--- config.mk ---
export PLATFORM = sky130hd
export DESIGN_NAME = i2c_mintime_timer
export DESIGN_NICKNAME = d
export VERILOG_FILES = /design/src/rtl/i2c_tmr_pkg.sv /design/src/rtl/i2c_tmr_mode.sv /design/src/rtl/i2c_tmr_speed.sv /design/src/rtl/i2c_tmr_count.sv /design/src/rtl/i2c_tmr_flags.sv /design/src/rtl/i2c_mintime_timer.sv
export SDC_FILE = /design/constraint.sdc
export NUM_CORES = 1
export LEC_CHECK = 0
export BUFFER_PORTS_ARGS = -buffer_cell sky130_fd_sc_hd__buf_4
export CAP_MARGIN = 20
export CORE_MARGIN = 1.5
export CORE_UTILIZATION = 45
export CTS_CLUSTER_DIAMETER = 30
export CTS_CLUSTER_SIZE = 12
export DETAILED_ROUTE_END_ITERATION = 6
export PLACE_DENSITY = 0.71
export SLEW_MARGIN = 10
export SYNTH_ARGS = -nofsm -noshare
export SYNTH_HDL_FRONTEND = slang
export SYNTH_HIERARCHICAL = 1
export SYNTH_SLANG_ARGS = --single-unit
--- constraint.sdc ---
create_clock -name clk -period 1.5 [get_ports clk]
set_input_delay 0.3 -clock clk [delete_from_list [all_inputs] [get_ports clk]]
set_output_delay 0.3 -clock clk [all_outputs]
set_load 0.1 [all_outputs]
--- src/rtl/i2c_tmr_pkg.sv ---
package i2c_tmr_pkg;

   typedef enum logic [1:0] {
      TM_OFF     = 2'b00,
      TM_FREE    = 2'b01,
      TM_LOWONLY = 2'b10,
      TM_BUS     = 2'b11
   } tmr_mode_e;

   // Minimum phase count for a speed code: the floor plus a rank that
   // rotates the code by one so that the all-ones code is the shortest.
   function automatic int unsigned min_phase_cycles(input int unsigned code,
                                                    input int unsigned spd_w,
                                                    input int unsigned floor_v);
      return floor_v + ((code + 1) % (1 << spd_w));
   endfunction

endpackage

--- src/rtl/i2c_tmr_mode.sv ---
module i2c_tmr_mode
   import i2c_tmr_pkg::*;
#(
   parameter int N_EN = 3
) (
   input  logic [N_EN-1:0] en_vec,
   input  logic            run,
   input  logic            scl_edge,
   input  logic            start_det,
   input  logic            stop_det,
   output tmr_mode_e       mode,
   output logic            hold_zero,
   output logic            bus_on,
   output logic            carry_en,
   output logic            clr_evt
);

   if (N_EN < 1) begin : g_bad_en
      $error("i2c_tmr_mode: N_EN must be at least 1");
   end

   logic any_en;

   always_comb begin
      any_en    = |en_vec;
      mode      = tmr_mode_e'({any_en, run});
      hold_zero = (mode == TM_OFF);
      bus_on    = any_en;
      carry_en  = run;
      clr_evt   = any_en & (scl_edge | start_det | stop_det);
   end

endmodule

--- src/rtl/i2c_tmr_speed.sv ---
module i2c_tmr_speed
   import i2c_tmr_pkg::*;
#(
   parameter int LOW_W     = 3,
   parameter int SPD_W     = 2,
   parameter int MIN_FLOOR = 4
) (
   input  logic [SPD_W-1:0] spd_sel,
   output logic [LOW_W-1:0] load_low
);

   localparam int N_CODES  = 1 << SPD_W;
   localparam int LOW_SPAN = 1 << LOW_W;

   if (MIN_FLOOR < 1 || (MIN_FLOOR + N_CODES - 1) > LOW_SPAN) begin : g_bad_range
      $error("i2c_tmr_speed: minimum counts do not fit the low field");
   end

   logic [LOW_W-1:0] preload_tbl [N_CODES];

   for (genvar c = 0; c < N_CODES; c++) begin : g_code
      localparam int unsigned MC = min_phase_cycles(c, SPD_W, MIN_FLOOR);
      assign preload_tbl[c] = LOW_W'(LOW_SPAN - int'(MC));
   end

   assign load_low = preload_tbl[spd_sel];

endmodule

--- src/rtl/i2c_tmr_count.sv ---
module i2c_tmr_count #(
   parameter int CNT_W = 10,
   parameter int LOW_W = 3
) (
   input  logic             clk,
   input  logic             rst_n,
   input  logic             hold_zero,
   input  logic             load,
   input  logic             step,
   input  logic             carry_en,
   input  logic [LOW_W-1:0] load_low,
   output logic [CNT_W-1:0] cnt,
   output logic             low_wrap,
   output logic             full_wrap
);

   localparam int HI_W = CNT_W - LOW_W;

   if (LOW_W < 1 || HI_W < 1) begin : g_bad_split
      $error("i2c_tmr_count: need LOW_W >= 1 and CNT_W > LOW_W");
   end

   logic [LOW_W-1:0] lo_q;
   logic [HI_W-1:0]  hi_q;

   assign low_wrap  = &lo_q;
   assign full_wrap = low_wrap & (&hi_q);
   assign cnt       = {hi_q, lo_q};

   // Low field: runs in every counting mode.
   always_ff @(posedge clk) begin
      if (!rst_n || hold_zero) begin
         lo_q <= '0;
      end else if (load) begin
         lo_q <= load_low;
      end else if (step) begin
         lo_q <= lo_q + 1'b1;
      end
   end

   // High field: takes the carry only while the run control is on.
   always_ff @(posedge clk) begin
      if (!rst_n || hold_zero || load) begin
         hi_q <= '0;
      end else if (step && carry_en && low_wrap) begin
         hi_q <= hi_q + 1'b1;
      end
   end

endmodule

--- src/rtl/i2c_tmr_flags.sv ---
module i2c_tmr_flags (
   input  logic clk,
   input  logic rst_n,
   input  logic bus_on,
   input  logic clr_evt,
   input  logic step,
   input  logic carry_en,
   input  logic low_wrap,
   input  logic full_wrap,
   input  logic irq_clr,
   output logic min_reached,
   output logic tmo_pulse,
   output logic tmo_irq
);

   logic adv, set_min, ovf;

   always_comb begin
      adv     = step & ~clr_evt;
      set_min = bus_on & adv & low_wrap;
      ovf     = carry_en & adv & full_wrap;
   end

   always_ff @(posedge clk) begin
      if (!rst_n || !bus_on || clr_evt) begin
         min_reached <= 1'b0;
      end else if (set_min) begin
         min_reached <= 1'b1;
      end
   end

   always_ff @(posedge clk) begin
      if (!rst_n) begin
         tmo_pulse <= 1'b0;
      end else begin
         tmo_pulse <= ovf;
      end
   end

   always_ff @(posedge clk) begin
      if (!rst_n || irq_clr) begin
         tmo_irq <= 1'b0;
      end else if (ovf) begin
         tmo_irq <= 1'b1;
      end
   end

endmodule

--- src/rtl/i2c_mintime_timer.sv ---
module i2c_mintime_timer
   import i2c_tmr_pkg::*;
#(
   parameter int CNT_W     = 10,
   parameter int LOW_W     = 3,
   parameter int SPD_W     = 2,
   parameter int MIN_FLOOR = 4
) (
   input  logic             clk,
   input  logic             rst_n,
   input  logic             mc_en,
   input  logic             slv_en,
   input  logic             mst_req,
   input  logic             mst_act,
   input  logic             run,
   input  logic [SPD_W-1:0] spd_sel,
   input  logic             scl_edge,
   input  logic             start_det,
   input  logic             stop_det,
   input  logic             irq_clr,
   output logic             min_reached,
   output logic             tmo_pulse,
   output logic             tmo_irq
);

   localparam int N_EN = 3;

   tmr_mode_e        mode;
   logic             hold_zero, bus_on, carry_en, clr_evt;
   logic [LOW_W-1:0] load_low;
   logic [CNT_W-1:0] cnt_q;
   logic             low_wrap, full_wrap;

   i2c_tmr_mode #(.N_EN(N_EN)) u_mode (
      .en_vec    ({mst_act, mst_req, slv_en}),
      .run       (run),
      .scl_edge  (scl_edge),
      .start_det (start_det),
      .stop_det  (stop_det),
      .mode      (mode),
      .hold_zero (hold_zero),
      .bus_on    (bus_on),
      .carry_en  (carry_en),
      .clr_evt   (clr_evt)
   );

   i2c_tmr_speed #(.LOW_W(LOW_W), .SPD_W(SPD_W), .MIN_FLOOR(MIN_FLOOR)) u_speed (
      .spd_sel  (spd_sel),
      .load_low (load_low)
   );

   i2c_tmr_count #(.CNT_W(CNT_W), .LOW_W(LOW_W)) u_count (
      .clk       (clk),
      .rst_n     (rst_n),
      .hold_zero (hold_zero),
      .load      (clr_evt),
      .step      (mc_en),
      .carry_en  (carry_en),
      .load_low  (load_low),
      .cnt       (cnt_q),
      .low_wrap  (low_wrap),
      .full_wrap (full_wrap)
   );

   i2c_tmr_flags u_flags (
      .clk         (clk),
      .rst_n       (rst_n),
      .bus_on      (bus_on),
      .clr_evt     (clr_evt),
      .step        (mc_en),
      .carry_en    (carry_en),
      .low_wrap    (low_wrap),
      .full_wrap   (full_wrap),
      .irq_clr     (irq_clr),
      .min_reached (min_reached),
      .tmo_pulse   (tmo_pulse),
      .tmo_irq     (tmo_irq)
   );

endmodule

Word-level counts from Yosys, hierarchy flattened
Index checks and enable logic that the tools add are counted.
{"block": "totals", "reg_bits": 13, "input_bits": 13, "word_cells": 38}
{"block": "op_classes", "addsub": 2, "magnitude_cmp": 1, "mux": 5, "bitwise_logic": 11, "n_reduce_logical": 14}
{"op": "$mux W3", "count": 4}
{"op": "$add A7 B1 Y7 const B", "count": 1}
{"op": "$and A1 B1 Y1", "count": 7}
{"op": "$reduce_and A7 Y1", "count": 1}
{"op": "$bmux W3 S2", "count": 1}
{"op": "$logic_or A1 B1 Y1", "count": 5}
{"op": "$add A3 B1 Y3 const B", "count": 1}
{"op": "$ge A3 B3 Y1 const B", "count": 1}
{"op": "$not A2 Y3", "count": 1}
{"op": "$reduce_and A3 Y1", "count": 1}
{"op": "$reduce_or A3 Y1", "count": 1}
{"op": "$logic_and A1 B1 Y1", "count": 2}
{"op": "$logic_not A1 Y1", "count": 2}
{"op": "$logic_not A2 Y1", "count": 1}
{"op": "$or A1 B1 Y1", "count": 2}
{"op": "$reduce_bool A2 Y1", "count": 1}
{"op": "$not A1 Y1", "count": 1}

Logic depth before layout (Yosys ltp)
Gate-level depths: netlist of the first run.
{"block": "depth", "word_depth": 7, "ltp_mapped": 6, "mapped_depth_nobuf": 6}

Cells and area by module
Netlist of the first run, hierarchy kept.
{"module": "i2c_tmr_count", "instances": 1, "cells_each": 52, "area_per_inst_um2": 490.5, "seq_area_each_um2": 200.2}
{"module": "i2c_tmr_flags", "instances": 1, "cells_each": 11, "area_per_inst_um2": 121.4, "seq_area_each_um2": 60.1}
{"module": "i2c_tmr_mode", "instances": 1, "cells_each": 6, "area_per_inst_um2": 47.5, "seq_area_each_um2": 0.0}
{"module": "i2c_tmr_speed", "instances": 1, "cells_each": 3, "area_per_inst_um2": 13.8, "seq_area_each_um2": 0.0}

Worst setup path after synthesis of the first run
No wires, ideal clock.
{"block": "synth_timing", "kind": "input -> register", "from": "input mst_req", "to": "register u_count.hi_q[3]", "setup_ns": 0.070, "arrival_time_ns": 1.395, "required_ns": 1.430, "slack_ns": 0.035, "path_stages": 5, "n_path_buf": 1, "path_cell_list": "or3_4 -> o31a_2 -> or2_2 -> clkbuf_1 -> a21oi_1"}
{"item": "from (decl)", "line": "i2c_mintime_timer.sv:13", "rtl": "input logic mst_req,"}
{"item": "$reduce_or A3 Y1", "line": "i2c_tmr_mode.sv:25", "rtl": "any_en = |en_vec;"}
{"item": "$and A1 B1 Y1", "line": "i2c_tmr_mode.sv:30", "rtl": "clr_evt = any_en & (scl_edge | start_det | stop_det);"}
{"item": "via clr_evt", "line": "i2c_mintime_timer.sv:29", "rtl": "logic hold_zero, bus_on, carry_en, clr_evt;"}
{"item": "$logic_or A1 B1 Y1", "line": "i2c_tmr_count.sv:43", "rtl": "if (!rst_n || hold_zero || load) begin"}
{"item": "to (signal assigned)", "line": "i2c_tmr_count.sv:46", "rtl": "hi_q <= hi_q + 1'b1;"}
{"item": "to (decl)", "line": "i2c_tmr_count.sv:24", "rtl": "logic [HI_W-1:0] hi_q;"}
The timed path passes the listed nets, and every way through them passes these cells.
A chain may end at the register's enable or synchronous reset.

Worst setup path after layout of the first run
{"block": "layout_timing", "from": "register u_count.lo_q[0]", "to": "register u_count.hi_q[5]"}
{"block": "layout_between", "elab_chain_cells": 2}
{"item": "from (decl)", "line": "i2c_tmr_count.sv:23", "rtl": "logic [LOW_W-1:0] lo_q;"}
{"item": "from (signal assigned)", "line": "i2c_tmr_count.sv:35", "rtl": "lo_q <= load_low;"}
{"item": "from (signal assigned)", "line": "i2c_tmr_count.sv:37", "rtl": "lo_q <= lo_q + 1'b1;"}
{"item": "$reduce_and A3 Y1", "line": "i2c_tmr_count.sv:26", "rtl": "assign low_wrap = &lo_q;"}
{"item": "via low_wrap", "line": "i2c_mintime_timer.sv:32", "rtl": "logic low_wrap, full_wrap;"}
{"item": "$logic_and A1 B1 Y1", "line": "i2c_tmr_count.sv:45", "rtl": "end else if (step && carry_en && low_wrap) begin"}
The timed path passes the listed nets, and every way through them passes these cells.

==> results of run 1 <==
cells in the final DEF, fill, tap and decap left out, drive strengths merged:
cell,count
or4,1
o31a,1
nand4,2
mux2i,4
nand2b,1
mux2,2
clkbuf,4
nand3,4
or3,4
ha,3
o31ai,1
buf,19
and2,1
dfxtp,13
nor3,1
nor2,9
or2,1
inv,4
nand2,3
nand4b,1
a21oi,5
xor2,3
o21ai,3
a211oi,1
area by class of cell:
class	count	area share (%)
Multi-Input combinational cell	51	45.83
Sequential cell	13	30.45
Timing Repair Buffer	19	16.69
Clock buffer	4	3.075
Tap cell	15	2.196
Inverter	4	1.757
metal layers:
| layer | vias to the layer above | global-route usage [%] |
|---|---|---|
| met5 | - | 0 |
| met4 | 0 | 4.839 |
| met3 | 2 | 9.783 |
| met2 | 12 | 33.59 |
| met1 | 253 | 16.29 |
| li1 | 291 | - |
stage by stage:
step / worst slack (ps) / utilization [%] / cells / instance area [um2]
2_1_floorplan: 43.50 / - / 70 / 658.1
3_3_place_gp: 17.12 / 60.60 / 102 / 808.3
3_5_place_dp: -33.38 / 60.60 / 102 / 808.3
4_1_cts: 17.12 / 62.57 / 106 / 834.6
5_1_grt: 1.179 / 64.07 / 106 / 854.6
6_report: 68.05 / 64.07 / 106 / 854.6
power breakdown:
| group | total [mW] | internal, mW | switching, mW |
|---|---|---|---|
| Combinational | 0.0807 | 0.0477 | 0.0330 |
| Sequential | 0.355 | 0.351 | 0.00421 |
| Clock | 0.212 | 0.103 | 0.109 |
| Total | 0.647 | 0.501 | 0.146 |
worst paths after layout:
kind,startpoint,endpoint,cells after the start
worst min-delay path,irq_clr,u_flags/tmo_irq,2
worst max-delay path,u_count/lo_q[0],u_count/hi_q[5],5
worst max register to register,u_count/lo_q[0],u_count/hi_q[5],5
worst min register to register,u_flags/tmo_irq,u_flags/tmo_irq,2
registers in the layout, indices dropped and copies added (netlist names):
signal               count
u_flags/min_reached      1
u_count/lo_q             3
u_flags/tmo_pulse        1
u_count/hi_q             7
u_flags/tmo_irq          1
critical path, cell delays in order (launching register included):
cell and delay (ps):
dfxtp_1 360, ha_2 210, ha_4 170, nand3_4 80, or4_1 400, a21oi_1 150
==> results.toml, run 1 <==
[outcome]
status = "complete, no violations"

[power_and_ir_drop]
p_leak_nw = 0.3703
p_per_area_nw_per_um2 = 757.3
power.total_uw = 647.1
max-vdd-ir-drop_mv = 0.5916

[sta]
fin_tns_setup_ps = 0
period_minus_slack_ps = 1432
rsz0062_at_grt = "no"
hold_viol = 0
max_slew_margin_pct = 81.47
fmax_mhz = 698.4
setup_viol = 0
holdWs_ps = 184.4
slew_viol_final = 0
worst_pin_slew_ps = 280.2
finClkSkew_ps = 3.248
timing.final.crit_share_pct = 95.46

[route]
wl_met3_um = 59
wire_per_inst_um = 11.82
first_iter_violations = 16
dr.pass1.iters = 4
via_per_inst = 5.264
highest_layer = "met4"
ant_nets = 0
met1Wirelength_um = 496
met2_wirelength_um = 691
route.vias.total = 558
drc = 0
wl_um = 1253

[grt]
grt_pass1_vias = 494
grt_pass1_wl_um = 1856
gr-usage-all-layers_pct = 17.88
grt_overflow = 0
antenna_found_initial = 0
grt_max_degree = 8

[critical_path]
cp.required_ps = 1710
arrival_ps = 1640
r2r_slack_ps = 70
critPathMaxFanout = 4
critPathKind = "flop to flop"
crit_path_end_kind = "flop"
startpoint_type = "flop"

[clocking]
htree_levels = 1
cts_inserted_buffers = 3
clock-sinks = 13
cts_buffer_depth = 2
postCtsHoldBufs = 0
cts_resized = 0
post-cts-setup-buffers = 0
cts.clk_slew.worst_paths_ps = 80
clkLatencyLatePin_ps = 270
cts_tree = "built"
root_buffer = "clkbuf_4"

[synthesis]
yosys_warnings = 6
synth_area_per_cell_um2 = 9.402
synth_cells = 70
synth_nets = 86
syn_area_um2 = 658.1

[floorplan]
core_um2 = 1334
ios = 16
die_w_um = 41.24
chipHeight_um = 41.24
rows = 13
start_util_pct = 49.34
die-area_um2 = 1701

[final_layout]
antenna-diode-count = 0
syn_to_final_growth_pct = 29.85
fill_cells = 111
multiInputGateArea_um2 = 391.6
finalNetCount = 108
drive_gt1_share_pct = 36.26
seqCellArea_um2 = 260.3

[worst_hold_path]
hp-class = "input pin to flop"

[run]
cap_violations = 0

[place]
io_buffers = 15
dp_hpwl_um = 991.9
gp_congestion = 0.6474
No activity file was read; power rests on OpenSTA's default activity.
==> run 2, diff against run 1 <==
--- a/config.mk
+++ b/config.mk
@@ -8,13 +8,12 @@
 export BUFFER_PORTS_ARGS = -buffer_cell sky130_fd_sc_hd__buf_4
 export CAP_MARGIN = 20
 export CORE_MARGIN = 1.5
-export CORE_UTILIZATION = 45
-export CTS_CLUSTER_DIAMETER = 30
+export CORE_UTILIZATION = 44
+export CTS_CLUSTER_DIAMETER = 60
 export CTS_CLUSTER_SIZE = 12
 export DETAILED_ROUTE_END_ITERATION = 6
 export PLACE_DENSITY = 0.71
 export SLEW_MARGIN = 10
 export SYNTH_ARGS = -nofsm -noshare
 export SYNTH_HDL_FRONTEND = slang
-export SYNTH_HIERARCHICAL = 1
 export SYNTH_SLANG_ARGS = --single-unit
==> constraint.sdc (replaced) <==
create_clock -name clk -period 1.2 [get_ports clk]
set_input_delay 0.24 -clock clk [delete_from_list [all_inputs] [get_ports clk]]
set_output_delay 0.24 -clock clk [all_outputs]
set_load 0.1 [all_outputs]
==> run 2 against run 1 <==
Against the previous run: the flow now finishes with violations (setup timing); area after synthesis shrank 4.6%; sequential power rose by 26%; clock skew increased by 0.52 ps; clock power rose by 31%; synthesized cell count fell by 1.4%; critical endpoint is now u_count.hi_q[6]; highest routed layer unchanged.
==> results.toml, run 2 <==
[outcome]
status = "complete, but fails checks"
violations = "setup timing"

[place]
gp_congestion = 0.8489
io_buffers = 15
placedCellCount = 113
dp_slack_ps = -238.0

[synthesis]
synth-seq-cells = 13
ys_top_cells_by_count = "13 x dfxtp_1, 7 x a21oi_1, 5 x nor2_1, 5 x or3_1"
yosysMostFrequentCell = "dfxtp_1"
yosys.area.top_type_share_pct = 41.43
synth_cells = 69
ys_types = 26
synth_area_per_cell_um2 = 9.103
synth_edf_count = 0
synth_top_cell_by_area = "dfxtp_1"
syn_area_um2 = 628.1
synth_top_flop_cell = "dfxtp_1"
yosys_warnings = 0
ys_seq_area_share_pct = 41.43
netlist_top_cells_area = "dfxtp_1 41%, ha_1 6.0%, a21oi_1 5.6%"
synth_nets = 85
ys_async_sr_fraction_pct = 0

[critical_path]
critPathMaxFanout = 5
startpoint_type = "flop"
critPathKind = "flop to flop"
crit_path_end_kind = "flop"
cp.required_ps = 1420
arrival_ps = 1620

[clocking]
cts_inserted_buffers = 3
cts.clk_slew.worst_paths_ps = 80
cts_tree = "built"
clock-sinks = 13
root_buffer = "clkbuf_4"
clkLatencyLatePin_ps = 280
htree_levels = 1
postCtsHoldBufs = 0
cts_buffer_depth = 2

[sta]
period_minus_slack_ps = 1402
timing.final.crit_share_pct = 116.9
hold_viol = 0
worst_pin_slew_ps = 436.1
slew_viol_final = 0
setup_viol = 7
fin_tns_setup_ps = -723.1
setup_ws_ps = -202.3
finClkSkew_ps = 3.767
fmax_mhz = 713.1
max_slew_margin_pct = 70.54
rsz0062_at_grt = "yes"

[final_layout]
top_regs = "u_count.hi_q: 7 flops, u_count.lo_q: 3 flops"
max_flop_register = "u_count.hi_q"
antenna-diode-count = 0
largest_reg_flops = 7
final_common_cell = "buf_4"
final_cell_mix = "32 x buf_4, 10 x dfxtp_1, 6 x a21oi_1, 5 x or3_1, 5 x nor2_1"
finalNetCount = 121
postLayoutCoreUtil_pct = 72.93
drive_gt1_share_pct = 45.19
syn_to_final_growth_pct = 52.99
post_layout_nonfiller_instances = 119
fill_cells = 103

[floorplan]
chipHeight_um = 40.78
core_um2 = 1318
start_util_pct = 47.67
ios = 16
die-area_um2 = 1663
die_w_um = 40.78
rows = 13

[route]
dr.pass1.iters = 4
first_iter_violations = 15
drc = 0
wl_um = 1453
via_per_inst = 5.269
wire_per_inst_um = 12.21
ant_nets = 0
route.vias.total = 627

[grt]
antenna_found_initial = 0
gr-usage-all-layers_pct = 19.86
grt_max_degree = 8
grt_overflow = 0
grt_pass1_vias = 499
grt_pass1_wl_um = 2104

[run]
cap_violations = 0

[worst_hold_path]
hp-class = "input pin to flop"

[power_and_ir_drop]
p_leak_nw = 0.3879
p_per_area_nw_per_um2 = 879.2
power.total_uw = 844.8
max-vdd-ir-drop_mv = 0.4899
==> run 2: changes by cell type in the layout (fill, tap and decap cells not counted), moves of 2 or more <==
cell | previous run | this run
mux2_2 | 2 | 0
nor2_1 | 9 | 5
a211oi_1 | 0 | 2
dfxtp_1 | 13 | 10
or3_1 | 3 | 5
mux2i_1 | 4 | 1
dfxtp_2 | 0 | 3
buf_4 | 19 | 32
nand4_1 | 2 | 4
==> run 2: layout make-up <==
class / count / area [um2] / area share, %
Multi-Input combinational cell: 51 / 389.1 / 40.49
Sequential cell: 13 / 264.0 / 27.47
Timing Repair Buffer: 33 / 251.5 / 26.17
Clock buffer: 4 / 26.28 / 2.734
Tap cell: 15 / 18.77 / 1.953
Inverter: 3 / 11.26 / 1.172
==> run 2: power breakdown <==
group	total, mW	switching [mW]	internal, mW
sequential	0.447	0.00720	0.440
clock	0.277	0.148	0.129
combinational	0.120	0.0490	0.0714
==> run 2: per-layer routing <==
layer	vias up	wire length [um]	GRT usage [%]
met5	-	0	0
met4	0	29	10.00
met3	4	47	4.891
met2	14	660	29.30
met1	279	715	26.49
li1	330	-	-
==> run 2: worst paths after layout <==
kind                   startpoint  slack [ps]         endpoint  depth (start not counted)
setup / recovery  u_count.lo_q[1]        -200  u_count.hi_q[6]                          5
hold / removal            irq_clr         120  u_flags.tmo_irq                          2
setup reg to reg  u_count.lo_q[1]        -200  u_count.hi_q[6]                          5
hold reg to reg   u_flags.tmo_irq         470  u_flags.tmo_irq                          2
==> run 2: stage by stage <==
step | instance area (um2) | hold WS [ps]
after floorplan | 673.1 | 313.0
after global placement | 908.4 | 404.5
after detailed placement | 908.4 | 408.0
after CTS | 945.9 | 113.0
after global routing | 960.9 | 106.7
final | 960.9 | 115.1
==> run 2: cells by family (layout without fill, tap and decap cells) <==
logic type / count (synthesis) / count (layout) / synth area share (%)
mux: 2 / 2 / 3.386
buf+inv: 5 / 40 / 4.381
flops: 13 / 13 / 41.43
simple gates: 24 / 24 / 20.32
xor+xnor: 3 / 3 / 4.184
fa+ha+maj: 3 / 3 / 5.977
compound gates: 19 / 19 / 20.32
==> run 2: critical path, stage by stage, from the launching register on <==
cell     delay, ps
dfxtp_2        350
ha_4           140
ha_4           150
nand4_1        170
or3_1          410
a21oi_1        120
==> run 2: what timing repair did <==
action | in CTS | in global routing
buffers inserted | 2 | 1
setup endpoints to repair | 9 | 10
pin swaps | 10 | 5
resized for setup | 1 | 3
gates cloned | 0 | 0
